### src/rtl/spm_pkg.sv
package spm_pkg;
  localparam int CMD_W     = 5;
  localparam int EN_BIT    = 0;
  localparam int ERASE_BIT = 1;
  localparam int WRITE_BIT = 2;
  localparam int AUXA_BIT  = 3;
  localparam int AUXB_BIT  = 4;

  typedef enum logic [1:0] {
    FOP_NONE  = 2'b00,
    FOP_ERASE = 2'b01,
    FOP_WRITE = 2'b10
  } flash_op_e;

  typedef enum logic [2:0] {
    CK_NONE,
    CK_FILL,
    CK_ERASE,
    CK_WRITE,
    CK_AUX
  } cmd_kind_e;
endpackage

### src/rtl/spm_cmd_decode.sv
module spm_cmd_decode
  import spm_pkg::*;
(
  input  logic [CMD_W-1:0] pattern,
  output logic             legal,
  output cmd_kind_e        kind
);
  // Accepted patterns: enable alone, or enable plus exactly one companion bit
  always_comb begin
    legal = 1'b0;
    kind  = CK_NONE;
    if (pattern[EN_BIT]) begin
      unique case (pattern[CMD_W-1:1])
        4'b0000: begin legal = 1'b1; kind = CK_FILL;  end
        4'b0001: begin legal = 1'b1; kind = CK_ERASE; end
        4'b0010: begin legal = 1'b1; kind = CK_WRITE; end
        4'b0100,
        4'b1000: begin legal = 1'b1; kind = CK_AUX;   end
        default: begin legal = 1'b0; kind = CK_NONE;  end
      endcase
    end
  end
endmodule

### src/rtl/spm_arm_timer.sv
module spm_arm_timer #(
  parameter int ARM_CYCLES = 4
) (
  input  logic clk,
  input  logic rst,
  input  logic load,
  input  logic tick,
  output logic expire
);
  localparam int CNT_W = $clog2(ARM_CYCLES + 1);

  logic [CNT_W-1:0] cnt;

  assign expire = tick && (cnt == CNT_W'(1));

  always_ff @(posedge clk) begin
    if (rst) begin
      cnt <= '0;
    end else if (load) begin
      cnt <= CNT_W'(ARM_CYCLES);
    end else if (tick && cnt != '0) begin
      cnt <= cnt - CNT_W'(1);
    end
  end
endmodule

### src/rtl/spm_addr_split.sv
module spm_addr_split #(
  parameter int PTR_W           = 16,
  parameter int PAGE_WORDS      = 32,
  parameter int NRWW_FIRST_PAGE = 896,
  localparam int WIDX_W = $clog2(PAGE_WORDS),
  localparam int PAGE_W = PTR_W - 1 - WIDX_W
) (
  input  logic [PTR_W-1:1]  ptr_hi,
  output logic [WIDX_W-1:0] word_idx,
  output logic [PAGE_W-1:0] page_idx,
  output logic              in_nrww
);
  assign word_idx = ptr_hi[WIDX_W:1];
  assign page_idx = ptr_hi[PTR_W-1:WIDX_W+1];
  assign in_nrww  = page_idx >= PAGE_W'(NRWW_FIRST_PAGE);
endmodule

### src/rtl/spm_arm_ctrl.sv
module spm_arm_ctrl
  import spm_pkg::*;
#(
  parameter int PTR_W           = 16,
  parameter int DATA_W          = 16,
  parameter int PAGE_WORDS      = 32,
  parameter int NRWW_FIRST_PAGE = 896,
  parameter int ARM_CYCLES      = 4,
  localparam int WIDX_W = $clog2(PAGE_WORDS),
  localparam int PAGE_W = PTR_W - 1 - WIDX_W
) (
  input  logic              clk,
  input  logic              rst,
  input  logic              cmd_wr,
  input  logic [CMD_W-1:0]  cmd_wdata,
  input  logic              spm_strobe,
  input  logic [PTR_W-1:0]  ptr,
  input  logic [DATA_W-1:0] data_in,
  input  logic              fl_done,
  output logic [CMD_W-1:0]  ctrl_q,
  output logic              busy,
  output logic              cpu_halt,
  output logic              fl_start,
  output logic [1:0]        fl_op,
  output logic [PAGE_W-1:0] fl_page,
  output logic              buf_we,
  output logic [WIDX_W-1:0] buf_widx,
  output logic [DATA_W-1:0] buf_wdata
);
  logic      wr_legal, armed_legal;
  cmd_kind_e wr_kind, armed_kind;
  logic      wr_ok, armed, tick, expire;
  logic [WIDX_W-1:0] word_idx;
  logic [PAGE_W-1:0] page_idx;
  logic      in_nrww;
  logic      unused_ptr_lsb;

  assign unused_ptr_lsb = ptr[0];

  spm_cmd_decode u_wr_dec (
    .pattern (cmd_wdata),
    .legal   (wr_legal),
    .kind    (wr_kind)
  );

  spm_cmd_decode u_arm_dec (
    .pattern (ctrl_q),
    .legal   (armed_legal),
    .kind    (armed_kind)
  );

  spm_addr_split #(
    .PTR_W           (PTR_W),
    .PAGE_WORDS      (PAGE_WORDS),
    .NRWW_FIRST_PAGE (NRWW_FIRST_PAGE)
  ) u_split (
    .ptr_hi   (ptr[PTR_W-1:1]),
    .word_idx (word_idx),
    .page_idx (page_idx),
    .in_nrww  (in_nrww)
  );

  assign wr_ok = cmd_wr && wr_legal && !busy && (wr_kind != CK_NONE);
  assign armed = ctrl_q[EN_BIT] && armed_legal && !busy;
  assign tick  = armed && !wr_ok && !spm_strobe;

  spm_arm_timer #(.ARM_CYCLES(ARM_CYCLES)) u_timer (
    .clk    (clk),
    .rst    (rst),
    .load   (wr_ok),
    .tick   (tick),
    .expire (expire)
  );

  always_ff @(posedge clk) begin
    if (rst) begin
      ctrl_q    <= '0;
      busy      <= 1'b0;
      cpu_halt  <= 1'b0;
      fl_start  <= 1'b0;
      fl_op     <= FOP_NONE;
      fl_page   <= '0;
      buf_we    <= 1'b0;
      buf_widx  <= '0;
      buf_wdata <= '0;
    end else begin
      fl_start <= 1'b0;
      buf_we   <= 1'b0;
      if (busy) begin
        if (fl_done) begin
          busy     <= 1'b0;
          cpu_halt <= 1'b0;
          ctrl_q   <= '0;
          fl_op    <= FOP_NONE;
        end
      end else if (wr_ok) begin
        ctrl_q <= cmd_wdata;
      end else if (armed) begin
        if (spm_strobe) begin
          unique case (armed_kind)
            CK_FILL: begin
              buf_we    <= 1'b1;
              buf_widx  <= word_idx;
              buf_wdata <= data_in;
              ctrl_q    <= '0;
            end
            CK_ERASE, CK_WRITE: begin
              fl_start <= 1'b1;
              fl_op    <= (armed_kind == CK_ERASE) ? FOP_ERASE : FOP_WRITE;
              fl_page  <= page_idx;
              busy     <= 1'b1;
              cpu_halt <= in_nrww;
            end
            default: ctrl_q <= '0;
          endcase
        end else if (expire) begin
          ctrl_q <= '0;
        end
      end
    end
  end
endmodule

### config.mk
export PLATFORM = sky130hd
export DESIGN_NAME = spm_arm_ctrl
export DESIGN_NICKNAME = d
export VERILOG_FILES = /design/src/rtl/spm_pkg.sv /design/src/rtl/spm_cmd_decode.sv /design/src/rtl/spm_arm_timer.sv /design/src/rtl/spm_addr_split.sv /design/src/rtl/spm_arm_ctrl.sv
export SDC_FILE = /design/constraint.sdc
export NUM_CORES = 1
export LEC_CHECK = 0
export BUFFER_PORTS_ARGS = -buffer_cell sky130_fd_sc_hd__clkbuf_2
export CAP_MARGIN = 25
export CORE_AREA = 2 2 86 88
export CTS_BUF_LIST = sky130_fd_sc_hd__clkbuf_4 sky130_fd_sc_hd__clkbuf_8 sky130_fd_sc_hd__clkbuf_16
export DETAILED_ROUTE_END_ITERATION = 10
export DIE_AREA = 0 0 88 90
export PLACE_DENSITY = 0.57
export SKIP_LAST_GASP = 1
export SLEW_MARGIN = 20
export SYNTH_ARGS = -nofsm -noshare
export SYNTH_HDL_FRONTEND = slang
export SYNTH_SLANG_ARGS = --single-unit
### constraint.sdc
create_clock -name clk -period 2.3 [get_ports clk]
set_input_delay 0.345 -clock clk [delete_from_list [all_inputs] [get_ports clk]]
set_output_delay 0.345 -clock clk [all_outputs]
set_load 0.005 [all_outputs]
==> results of run 1 <==
[per-stage QoR]
step	power (W)	instance area, µm²	hold WS (ns)	setup WS, ns	instances
4_1_cts	0.00143	2630	0.267	0.267	419
3_5_place_dp	0.000941	2540	0.467	0.278	411
3_3_place_gp	0.000941	2540	0.461	0.295	411
6_report	0.00140	2630	0.279	0.277	419
2_1_floorplan	0.000873	1990	0.466	0.572	241
5_1_grt	0.00147	2630	0.262	0.119	419
[placed cells by master, fill, tap and decap left out, types with 2 or more instances in the layout]
cell	instances
a31oi_1	4
inv_1	3
clkbuf_2	82
buf_4	8
nor4_1	4
a21oi_1	41
nor3_1	4
nand2_1	5
clkbuf_8	5
or3_1	5
nand3_1	33
nand4bb_1	2
nand3b_1	2
dfxtp_1	45
ha_1	3
o31a_1	2
or4_1	2
a311o_1	2
maj3_1	2
nor3_2	2
clkinv_2	2
nand2b_1	6
o21ai_0	34
nor2_1	7
[how the worst max path moves through the flow]
stage                         end         start  slack [ns]  cells past startpoint
global placement    buf_wdata[14]     ctrl_q[2]        0.29                      4
finish               buf_wdata[9]     ctrl_q[2]        0.28                      4
CTS                  buf_wdata[9]     ctrl_q[2]        0.27                      4
detailed placement      ctrl_q[3]  cmd_wdata[3]        0.28                      6
global route        buf_wdata[15]     ctrl_q[2]        0.12                      4
floorplan               ctrl_q[0]  cmd_wdata[3]        0.57                      5
[Yosys cell counts]
cell type   n  share of area
a211oi_2    1         0.0063
a21o_1      1         0.0038
a21oi_1    41           0.10
a311o_1     2          0.010
a311oi_1    1         0.0044
a31oi_1     4          0.013
and3b_1     1         0.0044
buf_1       2         0.0038
buf_2       2         0.0050
clkbuf_1   16          0.030
dfxtp_1    45           0.45
ha_1        3          0.019
inv_1       3         0.0057
maj3_1      2          0.010
nand2_1     5         0.0095
nand2b_1    6          0.019
nand3_1    33          0.083
nand3b_1    2         0.0076
nand4b_1    1         0.0044
nand4bb_1   2          0.011
nor2_1      7          0.013
nor2b_1     1         0.0032
nor3_1      6          0.015
nor4_1      5          0.016
o211a_1     1         0.0050
o21ai_0    34          0.086
o21ai_1     1         0.0025
o221a_2     1         0.0057
o31a_1      2         0.0088
o41a_1      1         0.0057
or3_1       5          0.016
or3b_2      1         0.0044
or4_1       2         0.0076
xnor2_1     1         0.0044
[cell type report]
class | count | area [µm²]
flip-flops and latches | 45 | 901
repair buffers | 91 | 490
multi-input cells | 173 | 1010
clock inverters | 3 | 17.5
well taps | 99 | 124
fillers | 763 | 4400
clock buffers | 5 | 68.8
inverters | 3 | 11.3
[logic make-up after synthesis]
family                     Yosys count
DFF                                 45
and+or+nand+nor                     77
AOI/OAI and AO/OA                   90
buffers and inverters               23
xor gates and xnor gates             1
adders and majority gates            5
[per-layer routing]
metal,part of all wire,routed length (µm),global-route usage,vias up
li1,-,-,-,1039
met1,0.45,2560,0.190,983
met2,0.49,2760,0.234,68
met3,0.059,335,0.0386,3
met4,0.0037,21,0.0269,0
met5,0,0,0,-
[registers in the layout, indices dropped and copies added (netlist names)]
name and count:
ctrl_q 5, u_timer.cnt 3, buf_we 1, fl_op 2, cpu_halt 1, fl_page 10
buf_wdata 16, buf_widx 5, fl_start 1, busy 1
[power groups by stage]
stage / registers, W / clock network, W / logic (W)
2_1_floorplan: 0.000811 / 0 / 0.0000616
3_3_place_gp: 0.000812 / 0 / 0.000129
3_5_place_dp: 0.000812 / 0 / 0.000130
4_1_cts: 0.000793 / 0.000506 / 0.000130
5_1_grt: 0.000795 / 0.000527 / 0.000146
6_report: 0.000793 / 0.000476 / 0.000129
[worst max-delay path: cells and delay by family (launching register included)]
| family | cells | cell delay, ns |
|---|---|---|
| AO/OA/AOI/OAI | 2 | 0.39 |
| flip-flops | 1 | 0.37 |
| AND/OR/NAND/NOR | 2 | 1.14 |
==> flow_summary.toml, run 1 <==
[run_status]
outcome = "finished, final reports clean"

[global_routing]
track_usage = 0.143
antenna_found_initial = 0
grt_max_degree = 42
first_global_vias = 1888
grt_pass1_wl_mm = 9.14
gr-total-overflow = 0

[worst_setup_path]
critPathKind = "reg -> reg"
rrSetupSlack_ns = 0.28
critPathArrivalTime_ns = 2.19
crit_path_start_kind = "flip-flop"
cp.required_ns = 2.46
end_kind = "flip-flop"
path_cells = "or3_1 -> or3_1 -> o21ai_0 -> a21oi_1"
rr_worst_depth = 4
crit_slowest_cell = "or3_1"
cp_max_fo = 22
crit_top_cell = "or3_1"
timing.rr.end = "buf_wdata[9]"
timing.rr.start = "ctrl_q[2]"
slowest_delay_ns = 0.68

[power_and_ir_drop]
internal_power_w = 0.00105
combPwrFrac = 0.092
power_leakage_nw = 1.04
power_frac_clock = 0.340
swShare = 0.247
power_per_cell_area_nw_per_um2 = 533
power.switching_w = 0.000345
irDropWorstVdd_uv = 185
pwr-share-seq = 0.567

[logic_synthesis]
synth_fa_ha_area_frac = 0.0290
synthCells = 241
syn_avg_cell_area_um2 = 8.24
yosysWarnings = 0
synth_xor_xnor_area_share = 0.00441
syn_nets = 286
synth-simple-area-share = 0.214
yosysSeqAreaShare = 0.454
synth_compound_area_frac = 0.254
syn_area_um2 = 1990
synthMuxAreaShare = 0
synth_top_family_by_area = "compound AO/OA/AOI/OAI gates"
synth-seq-cells = 45
ys_types = 34

[routing]
dr.first_iter.drc_count = 134
routed_wl_mm = 5.67
postRouteAntennaNets = 0
avgRoutedWirePerCell_um = 13.5
dr.pass1.iters = 4
vias = 2093
route.detailed.drc = 0
drt-vias-per-instance = 5.00

[clock_tree]
cts_tree = "yes"
cts.sinks = 45
path_clk_slew_ns = 0.09
cts-buffers-inserted = 5
cts_setup_buffers = 0
cts_resized = 0
h-tree-depth = 2
postCtsHoldBufs = 0
clk_latency_ns = 0.29
root_buffer = "clkbuf_8"
cts_buffer_depth = 2

[min_path]
min_from = "ptr[10]"
holdPathEnd = "fl_page[4]"
holdPathStages = 3
min_path_type = "in -> reg"

[timing]
finalCritPeriodShare = 0.879
max_freq_mhz = 494
rsz0062_at_grt = "no"
finalSetupTns_ns = 0
report.final.hold_viol_count = 0
finalSetupViolCount = 0
worstMarginPinSlew_ns = 0.689
timing.final.max_slew_violations = 0
slew_headroom = 0.541
fin_worst_skew_ns = 0.00614
finalCriticalPeriod_ns = 2.02

[placed_design]
gp_congestion = 0.745
port_buffers = 82
dp_hpwl_mm = 3.74

[cells_and_area]
fin_util = 0.374
synthToLayoutAreaGrowth_pct = 32.2
diodes = 0
drive_gt1_frac = 0.328
fin_nets = 364

[die]
start_util = 0.283
dieArea_um2 = 7920
die-height_um = 90
pin_count = 84
core_um2 = 7020
die_w_um = 88
placementRows = 31

[job]
maxCapViolations = 0
(Power assumes the default switching activity.)
==> run 2: changes to the inputs <==
--- a/config.mk
+++ b/config.mk
@@ -11,7 +11,7 @@
 export CTS_BUF_LIST = sky130_fd_sc_hd__clkbuf_4 sky130_fd_sc_hd__clkbuf_8 sky130_fd_sc_hd__clkbuf_16
 export DETAILED_ROUTE_END_ITERATION = 10
 export DIE_AREA = 0 0 88 90
-export PLACE_DENSITY = 0.57
+export PLACE_DENSITY = 0.53
 export SKIP_LAST_GASP = 1
 export SLEW_MARGIN = 20
 export SYNTH_ARGS = -nofsm -noshare
==> run 2 against run 1 <==
  * Fmax up 1.4%
  * Register-to-register slack better by 0.03 ns
  * Final cell count up 0.24%
  * Highest routed layer unchanged
  * Worst hold slack better by 0.0023 ns
  * Worst setup slack better by 0.027 ns
==> flow_summary.toml, run 2 (same netlist as run 1, synthesis figures left out) <==
[timing]
fin_worst_skew_ns = 0.0104
finalCritPeriodShare = 0.868
rsz0062_at_grt = "no"
finalSetupTns_ns = 0
worstMarginPinSlew_ns = 0.663
max_freq_mhz = 501
report.final.hold_viol_count = 0
finalSetupViolCount = 0
finalCriticalPeriod_ns = 2.00
holdWs_ns = 0.281
slew_headroom = 0.558
timing.final.max_slew_violations = 0

[routing]
route.detailed.drc = 0
dr.pass1.iters = 5
routed_wl_mm = 5.62
postRouteAntennaNets = 0
avgRoutedWirePerCell_um = 13.4
drt-vias-per-instance = 4.90
vias = 2058
dr.first_iter.drc_count = 119

[cells_and_area]
stdcell_area_um2 = 2650
final_common_cell = "clkbuf_2"
synthToLayoutAreaGrowth_pct = 33.5
seq_area_um2 = 901
fin_util = 0.377
top_register = "buf_wdata"
instances_no_fill = 420
diodes = 0
multi_input_area_um2 = 1010
final_cell_mix = "clkbuf_2 (82), dfxtp_1 (45), a21oi_1 (41)"
fin_nets = 365
reg.largest.list = "buf_wdata x16, fl_page x10"
largest_reg_flops = 16
fillers = 730
drive_gt1_frac = 0.330

[worst_setup_path]
crit_path_start_kind = "flip-flop"
crit_buf_inv = 0
critPathArrivalTime_ns = 2.15
crit_slowest_cell = "or3_1"
path_cells = "or3_1 -> or3_1 -> o21ai_0 -> a21oi_1"
cp.required_ns = 2.46
critPathTopFamily = "simple AND/OR/NAND/NOR gates"
end_kind = "flip-flop"
crit_top_cell = "or3_1"
slowest_delay_ns = 0.66
critPathKind = "reg -> reg"
cp_max_fo = 22

[placed_design]
dp.cells = 412
dp_hpwl_mm = 3.83
gp_congestion = 0.779
dpl-instance-area_um2 = 2560
port_buffers = 82

[run_status]
outcome = "finished, final reports clean"

[clock_tree]
postCtsHoldBufs = 0
h-tree-depth = 2
cts_resized = 0
root_buffer = "clkbuf_8"
cts-buffers-inserted = 5
clk_latency_ns = 0.29
cts_buffer_depth = 2
cts.sinks = 45
cts_setup_buffers = 0
path_clk_slew_ns = 0.09
cts_tree = "yes"

[die]
die_w_um = 88
core_um2 = 7020
placementRows = 31
dieArea_um2 = 7920
die-height_um = 90
start_util = 0.283
pin_count = 84

[job]
maxCapViolations = 0

[power_and_ir_drop]
power_leakage_nw = 1.06
power_per_cell_area_nw_per_um2 = 536
irDropWorstVdd_uv = 260

[global_routing]
grt_pass1_wl_mm = 8.96
track_usage = 0.138
grt_max_degree = 40
first_global_vias = 1865
antenna_found_initial = 0
gr-total-overflow = 0

[min_path]
min_path_type = "in -> reg"
-- run 2: power breakdown --
| group | internal [W] | switching [W] | total (W) |
|---|---|---|---|
| logic | 0.0000589 | 0.0000721 | 0.000131 |
| clock network | 0.000239 | 0.000257 | 0.000496 |
| registers | 0.000787 | 0.00000692 | 0.000794 |
-- run 2: worst paths after layout --
kind                                   start      endpoint  slack, ns  cells past startpoint
worst max-delay path               ctrl_q[2]  buf_wdata[3]       0.30                      4
worst min-delay path                 ptr[10]    fl_page[4]       0.28                      3
worst max register to register     ctrl_q[2]  buf_wdata[3]       0.30                      4
worst min register to register  buf_wdata[4]  buf_wdata[4]       0.47                      2
-- run 2: routing by layer --
layer / up-vias / track usage / share of wire
li1: 1044 / - / -
met1: 952 / 0.193 / 0.47
met2: 60 / 0.211 / 0.47
met3: 2 / 0.0376 / 0.059
met4: 0 / 0.0295 / 0.0020
met5: - / 0 / 0
-- run 2: stage by stage --
| stage | setup WS [ns] | power (W) |
|---|---|---|
| global placement | 0.325 | 0.000944 |
| CTS | 0.267 | 0.00145 |
| global route | 0.125 | 0.00150 |
| floorplan | 0.572 | 0.000873 |
| finish | 0.305 | 0.00142 |
| detailed placement | 0.293 | 0.000944 |
-- run 2: worst min-delay path, cell delays in order --
cell      delay (ns)
clkbuf_2        0.08
nand3_1         0.05
a21oi_1         0.05
-- run 2: cell type report --
class / count / share of cell area
Clock buffer: 7 / 0.0316
Tap cell: 99 / 0.0467
Sequential cell: 45 / 0.340
Clock inverter: 1 / 0.00283
Inverter: 3 / 0.00425
Timing Repair Buffer: 92 / 0.193
Multi-Input combinational cell: 173 / 0.382
